File: config.mk
export PLATFORM = sky130hd
export DESIGN_NAME = dma_hold_ctrl
export DESIGN_NICKNAME = d
export VERILOG_FILES = /design/src/rtl/dhc_pkg.sv /design/src/rtl/dhc_trig_sync.sv /design/src/rtl/dhc_stop_ctrl.sv /design/src/rtl/dhc_hold_reg.sv /design/src/rtl/dma_hold_ctrl.sv
export SDC_FILE = /design/constraint.sdc
export NUM_CORES = 1
export LEC_CHECK = 0
export ABC_AREA = 1
export ABC_CLOCK_PERIOD_IN_PS = 1600
export BUFFER_PORTS_ARGS = -buffer_cell sky130_fd_sc_hd__clkbuf_2
export CORE_ASPECT_RATIO = 1.5
export CORE_MARGIN = 2
export CORE_UTILIZATION = 48
export CTS_BUF_LIST = sky130_fd_sc_hd__clkbuf_4
export CTS_CLUSTER_DIAMETER = 40
export DETAILED_ROUTE_END_ITERATION = 8
export GPL_TIMING_DRIVEN = 0
export PLACE_DENSITY_LB_ADDON = 0.3
export SLEW_MARGIN = 40
export SYNTH_ARGS = -nofsm -noshare
export SYNTH_HDL_FRONTEND = slang
export SYNTH_SLANG_ARGS = --single-unit
File: constraint.sdc
create_clock -name clk -period 1.6 [get_ports clk]
set_input_delay 0.32 -clock clk [delete_from_list [all_inputs] [get_ports clk]]
set_output_delay 0.32 -clock clk [all_outputs]
set_load 0.01 [all_outputs]
File: src/rtl/dhc_pkg.sv
// Package: shared types for the DMA hold/stop controller.
// Assumes: imported by every module of the block.
package dhc_pkg;
    // Halt state of one channel.
    typedef enum logic {
        CH_RUN  = 1'b0,
        CH_HALT = 1'b1
    } ch_state_t;
endpackage

File: src/rtl/dhc_trig_sync.sv
// Module: dhc_trig_sync
// Brings an asynchronous trigger into the clock domain through STAGES
// flops and emits a one-cycle pulse on each synchronised rising edge.
// Assumes: the trigger stays high or low for at least two clock cycles.
module dhc_trig_sync #(
    parameter int STAGES = 2
) (
    input  logic clk,
    input  logic rst_n,
    input  logic async_in,
    output logic rise_o
);
    logic [STAGES-1:0] sync_q;
    logic              last_q;

    // Shift chain for metastability settling, plus a copy for edge detection.
    always_ff @(posedge clk) begin
        if (!rst_n) begin
            sync_q <= '0;
            last_q <= 1'b0;
        end else begin
            sync_q <= {sync_q[STAGES-2:0], async_in};
            last_q <= sync_q[STAGES-1];
        end
    end

    // The rising edge is a new high on the last stage.
    always_comb rise_o = sync_q[STAGES-1] & ~last_q;
endmodule

File: src/rtl/dhc_stop_ctrl.sv
// Module: dhc_stop_ctrl
// Keeps the sticky halt state of every channel and produces the registered
// enable toward each DMA. In lock-step mode every channel's stop request is
// applied to all channels.
// Assumes: stop_req is already qualified by the trigger enables.
module dhc_stop_ctrl
    import dhc_pkg::*;
#(
    parameter int NUM_CH = 2
) (
    input  logic              clk,
    input  logic              rst_n,
    input  logic              sync_en,
    input  logic [NUM_CH-1:0] stop_req,
    input  logic [NUM_CH-1:0] rearm,
    input  logic [NUM_CH-1:0] mask,
    output logic [NUM_CH-1:0] en_o
);
    logic              any_stop;
    logic [NUM_CH-1:0] eff_stop;

    // OR of every channel's request, used in lock-step mode.
    always_comb any_stop = |stop_req;

    for (genvar c = 0; c < NUM_CH; c++) begin : g_ch
        ch_state_t state_q;
        ch_state_t state_d;

        // Pick the lock-step or the independent stop for this channel.
        always_comb eff_stop[c] = sync_en ? any_stop : stop_req[c];

        // A stop wins over a rearm; otherwise a rearm releases the halt.
        always_comb begin
            if (eff_stop[c])
                state_d = CH_HALT;
            else if (rearm[c])
                state_d = CH_RUN;
            else
                state_d = state_q;
        end

        // Halt register and registered enable; the mask gates the enable only.
        always_ff @(posedge clk) begin
            if (!rst_n) begin
                state_q <= CH_RUN;
                en_o[c] <= 1'b0;
            end else begin
                state_q <= state_d;
                en_o[c] <= ~mask[c] & (state_d == CH_RUN);
            end
        end
    end
endmodule

File: src/rtl/dhc_hold_reg.sv
// Module: dhc_hold_reg
// Takes a sample when the DMA presents one while enabled, and otherwise
// keeps the last sample for the sink with no time limit.
// Assumes: en is the enable currently driven toward the DMA.
module dhc_hold_reg #(
    parameter int DATA_W = 16
) (
    input  logic              clk,
    input  logic              rst_n,
    input  logic              en,
    input  logic              valid,
    input  logic [DATA_W-1:0] data,
    output logic [DATA_W-1:0] hold_o
);
    // Capture on an accepted sample, otherwise hold.
    always_ff @(posedge clk) begin
        if (!rst_n)
            hold_o <= '0;
        else if (en && valid)
            hold_o <= data;
    end
endmodule

File: src/rtl/dma_hold_ctrl.sv
// Module: dma_hold_ctrl (top)
// Per-channel sample hold and stop controller between DMA channels and sinks.
// Combines software stops and a synchronised trigger edge into the stop
// requests, keeps the halt state, and freezes each sink on its last sample.
// Assumes: trig_in is asynchronous; all other inputs are synchronous to clk.
module dma_hold_ctrl #(
    parameter int NUM_CH      = 2,
    parameter int DATA_W      = 16,
    parameter int SYNC_STAGES = 2
) (
    input  logic                     clk,
    input  logic                     rst_n,
    input  logic                     trig_in,
    input  logic                     sync_en,
    input  logic [NUM_CH-1:0]        trig_en,
    input  logic [NUM_CH-1:0]        mask,
    input  logic [NUM_CH-1:0]        sw_stop,
    input  logic [NUM_CH-1:0]        rearm,
    input  logic [NUM_CH-1:0]        src_valid,
    input  logic [NUM_CH*DATA_W-1:0] src_data,
    output logic [NUM_CH-1:0]        dma_en,
    output logic [NUM_CH*DATA_W-1:0] hold_data
);
    logic              trig_rise;
    logic [NUM_CH-1:0] stop_req;

    // Trigger synchroniser and edge detector.
    dhc_trig_sync #(.STAGES(SYNC_STAGES)) u_trig (
        .clk      (clk),
        .rst_n    (rst_n),
        .async_in (trig_in),
        .rise_o   (trig_rise)
    );

    // Software stop, or trigger edge on channels that listen to it.
    always_comb stop_req = sw_stop | (trig_en & {NUM_CH{trig_rise}});

    dhc_stop_ctrl #(.NUM_CH(NUM_CH)) u_stop (
        .clk      (clk),
        .rst_n    (rst_n),
        .sync_en  (sync_en),
        .stop_req (stop_req),
        .rearm    (rearm),
        .mask     (mask),
        .en_o     (dma_en)
    );

    for (genvar c = 0; c < NUM_CH; c++) begin : g_hold
        dhc_hold_reg #(.DATA_W(DATA_W)) u_hold (
            .clk    (clk),
            .rst_n  (rst_n),
            .en     (dma_en[c]),
            .valid  (src_valid[c]),
            .data   (src_data[c*DATA_W +: DATA_W]),
            .hold_o (hold_data[c*DATA_W +: DATA_W])
        );
    end
endmodule

* Word-level counts from Yosys, hierarchy flattened *
Cells that the tools add are included.

operators by class
  mux-type cells = 6
  bitwise operators = 10
  reductions and logical operators = 3

operators with widths
  operator             count
  $mux W1              6
  $not A1 Y1           5
  $and A1 B1 Y1        3
  $and A2 B2 Y2        1
  $logic_and A1 B1 Y1  2
  $or A2 B2 Y2         1
  $reduce_or A2 Y1     1

word-level totals
  flip-flop bits (word level) = 39
  input port bits = 46
  output and inout port bits = 34
  word-level logic and storage cells = 27

* Longest topological paths before layout *
  depth in word-level cells = 9
  depth in mapped cells = 6
  depth with buffers taken out = 6

* Hierarchy *
Synthesis repeated with hierarchy kept, for this count alone.

second synthesis, totals
  cell total of the unflattened synthesis = 245
  area, all modules = 1639.1 um^2

by module, submodules not included
  module         times used  cells an instance  area each (um^2)  seq. area each (um^2)
  dhc_hold_reg   2           102                675.6             320.3
  dhc_stop_ctrl  1           24                 172.7             80.1
  dhc_trig_sync  1           11                 92.6              60.1
  dma_hold_ctrl  1           6                  22.5              0.0

* Worst setup path before layout *
OpenSTA, ideal clock, no wires.

  path kind = in2reg
  start point = input port src_valid[0]
  end point = register g_hold[0].u_hold.hold_o[11]
  setup time = 116 ps
  data arrival time = 751 ps
  required time = 1484 ps
  slack = 733 ps
  stages = 5
  buffers on the path = 1
  path through = nand2_2 -> inv_2 -> buf_4 -> nor2_1 -> nor2_1

on the way
  longest elaborated chain between the ends = 1

ends and longest elaborated chain
  item                    line                 RTL
  start: declaration      dma_hold_ctrl.sv:19  input logic [NUM_CH-1:0] src_valid,
  $logic_and A1 B1 Y1     dhc_hold_reg.sv:19   else if (en && valid)
  end signal: assignment  dhc_hold_reg.sv:20   hold_o <= data;
  end: declaration        dhc_hold_reg.sv:13   output logic [DATA_W-1:0] hold_o

Every way passes these cells.
A chain may end at the register's enable or synchronous reset.

* Worst setup path in the final report *
  start point = register u_stop.en_o[0]
  end point = output port dma_en[0]

RTL lines
  item                              line                 RTL
  start: declaration                dhc_stop_ctrl.sv:17  output logic [NUM_CH-1:0] en_o
  start signal: indexed assignment  dhc_stop_ctrl.sv:49  en_o[c] <= ~mask[c] & (state_d == CH_RUN);
  end: declaration                  dma_hold_ctrl.sv:21  output logic [NUM_CH-1:0] dma_en,

No word-level cell between the ends.

==> results.sh <==
export IMPL_ys_types=14
export IMPL_status="finished, final reports clean"
export IMPL_r2r_start="u_stop.en_o[0]"
export IMPL_reg2reg_slack_ns=0.59
export IMPL_antenna_found_initial=0
export IMPL_ff2ff_path_depth=4
export IMPL_final_cell_mix="clkbuf_2, nor2_1, dfxtp_1"
export IMPL_drc=0
export IMPL_synth_compound_area_share_pct=12.3
export IMPL_cts_root_buf="clkbuf_4"
export IMPL_die_width_um=47.8
export IMPL_crit_path_end_kind="primary output"
export IMPL_path_cells="buf_4 > clkbuf_2"
export IMPL_cts_buffers=5
export IMPL_min_period_ns=1.25
export IMPL_max_slew_margin_rel_pct=88.9
export IMPL_die_area_um2=3330
export IMPL_routed_wl_mm=2.96
export IMPL_p_leak_nw=0.964
export IMPL_cts_buffer_depth=2
export IMPL_yosys_area_share_adder_pct=0
export IMPL_drive_above_1_share_pct=37.7
export IMPL_cp_arrival_ns=0.93
export IMPL_synth_area_mux_share_pct=0
export IMPL_use_met2_pct=32.6
export IMPL_clock_latency_ns=0.35
export IMPL_wl_per_cell_um=9.79
export IMPL_hold_class="input port to flip-flop"
export IMPL_hold_depth=3
export IMPL_syn_to_final_growth_pct=37.5
export IMPL_synth_top_family_by_area="simple AND/OR/NAND/NOR gates"
export IMPL_grt_pass1_wl_mm=4.75
export IMPL_gp_congestion=0.722
export IMPL_diodes=0
export IMPL_ant_nets=0
export IMPL_fin_tns_setup_ns=0
export IMPL_grt_use_met1_pct=20.1
export IMPL_post_cts_setup_buffers=0
export IMPL_setup_viol=0
export IMPL_avgSynthCellArea_um2=7.76
export IMPL_drt_initial_drc_count=20
export IMPL_synth_top_area_share_pct=56.5
export IMPL_core_um2=2710
export IMPL_cpMaxStageDelayCell="dfxtp_1"
export IMPL_postCtsResizedCells=0
export IMPL_final_net_count=310
export IMPL_grt_max_degree=13
export IMPL_finalClockSkew_ns=0.00657
export IMPL_busiest_layer="met2"
export IMPL_hold_slack_ns=0.150
export IMPL_critical_path_max_stage_delay_ns=0.36
export IMPL_multiInputGateArea_um2=502
export IMPL_rows=23
export IMPL_syn_nets=224
export IMPL_path_class="flip-flop to primary output"
export IMPL_grt_util_met3_pct=8.33
export IMPL_cts_tree="built"
export IMPL_required_ns=1.28
export IMPL_dpl_hpwl_mm=2.33
export IMPL_maxCapViolations=0
export IMPL_min_to="u_trig.sync_q[0]"
export IMPL_yosys_area_top_type="dfxtp_1"
export IMPL_critPathMaxFanout=2
export IMPL_hold_viol_final=0
export IMPL_num_io_pins=80
export IMPL_port_buffers=79
export IMPL_synthTopCellsByArea="dfxtp_1, nor2_1, o21ai_0, buf_4, nand2_1"
export IMPL_worst_pin_slew_ns=0.164
export IMPL_ys_ff_latch=39
export IMPL_vdd_drop_max_uv=746
export IMPL_rr_endpoint="g_hold[0].u_hold.hold_o[6]"
export IMPL_synthesis_area_um2=1380
export IMPL_vias=1332
export IMPL_cts_num_sinks=39
export IMPL_timing_max_transition_violations_final=0
export IMPL_max_freq_mhz=797
export IMPL_power_density_nw_per_um2=959
export IMPL_n_fill_cell=276
export IMPL_netlist_instances=178
export IMPL_initial_core_util_pct=51.1
export IMPL_fp_dieH_um=69.7
export IMPL_synthSimpleGateAreaFrac_pct=24.0
export IMPL_grt_overflow_total=0
export IMPL_path_clk_slew_ns=0.11
export IMPL_hold_buffers=0
export IMPL_yosysSeqAreaShare_pct=56.5
export IMPL_synth_xor_area_share_pct=0
export IMPL_drt_pass1_iter_count=4
export IMPL_final_common_cell="clkbuf_2"
export IMPL_rsz0062_at_grt="false"
export IMPL_holdCritStartpoint="trig_in"
export IMPL_via_per_inst=4.41
export IMPL_grt_usage_pct=19.6
export IMPL_grt_pass1_vias=1186
export IMPL_h_tree_depth=2
export IMPL_yosysWarnings=0
export IMPL_min_period_over_period_pct=78.4
export IMPL_seq_area_um2=781
export IMPL_cp_start_kind="flip-flop"
-- report_power, final --
| part | leakage [nW] | internal (W) | switching [W] | total, W |
|---|---|---|---|---|
| sequential | 0.317 | 0.00100 | 0.0000138 | 0.00101 |
| combinational | 0.605 | 0.0000907 | 0.0000887 | 0.000179 |
| clock | 0.0426 | 0.000321 | 0.000307 | 0.000628 |
-- logic make-up after synthesis --
group           Yosys count
simple gates             85
flops                    39
compound gates           34
buf+inv                  20
-- worst max-delay path: cells and delay by family, from the launching register on --
kind	cells	cell delay (ns)
buf+inv	2	0.23
flops	1	0.36
-- state kept, by name (all words and copies together), names as in the netlist --
register              count
g_hold.u_hold.hold_o     32
u_stop.en_o               2
u_stop.g_ch.state_q       2
u_trig.last_q             1
u_trig.sync_q             2
-- worst max path at each step --
stage / slack (ns) / start / to / depth (start not counted)
floorplan: 0.73 / src_valid[0] / g_hold[0].u_hold.hold_o[11] / 5
global placement: 0.54 / src_valid[0] / g_hold[0].u_hold.hold_o[4] / 6
detailed placement: 0.53 / src_valid[1] / g_hold[1].u_hold.hold_o[13] / 6
CTS: 0.33 / u_stop.en_o[0] / dma_en[0] / 2
global route: 0.29 / u_stop.en_o[0] / dma_en[0] / 2
finish: 0.35 / u_stop.en_o[0] / dma_en[0] / 2
-- stage by stage --
step	cell area [um^2]	utilization [%]	setup WS [ns]	instances	power [W]
3_5_place_dp	1820	67.4	0.532	294	0.00122
6_report	1900	70.2	0.345	302	0.00182
3_3_place_gp	1820	67.4	0.538	294	0.00122
4_1_cts	1900	70.2	0.331	302	0.00185
5_1_grt	1900	70.2	0.290	302	0.00192
2_1_floorplan	1380	-	0.733	178	0.00113
-- layout make-up --
cell class	instances	share of cell area, %
sequential	39	41.1
clock inverter	3	2.04
inverter	11	2.17
tap	37	2.44
multi-input combinational	119	26.4
buffer	9	3.03
clock buffer	5	1.98
timing repair buffer	79	20.8
-- layer usage --
layer / vias to the layer above / part of all wire (%)
li1: 725 / -
met3: 4 / 9.5
met2: 52 / 51
met1: 551 / 38
met5: - / 0
met4: 0 / 1.2
-- cells in the mapped netlist --
| cell | number |
|---|---|
| a21oi_1 | 2 |
| buf_2 | 2 |
| buf_4 | 5 |
| clkbuf_2 | 2 |
| dfxtp_1 | 39 |
| inv_1 | 8 |
| inv_2 | 3 |
| nand2_1 | 9 |
| nand2_2 | 2 |
| nand3_1 | 2 |
| nor2_1 | 70 |
| o21ai_0 | 30 |
| o21ai_1 | 2 |
| or2_0 | 2 |
(Power assumes the default switching activity.)
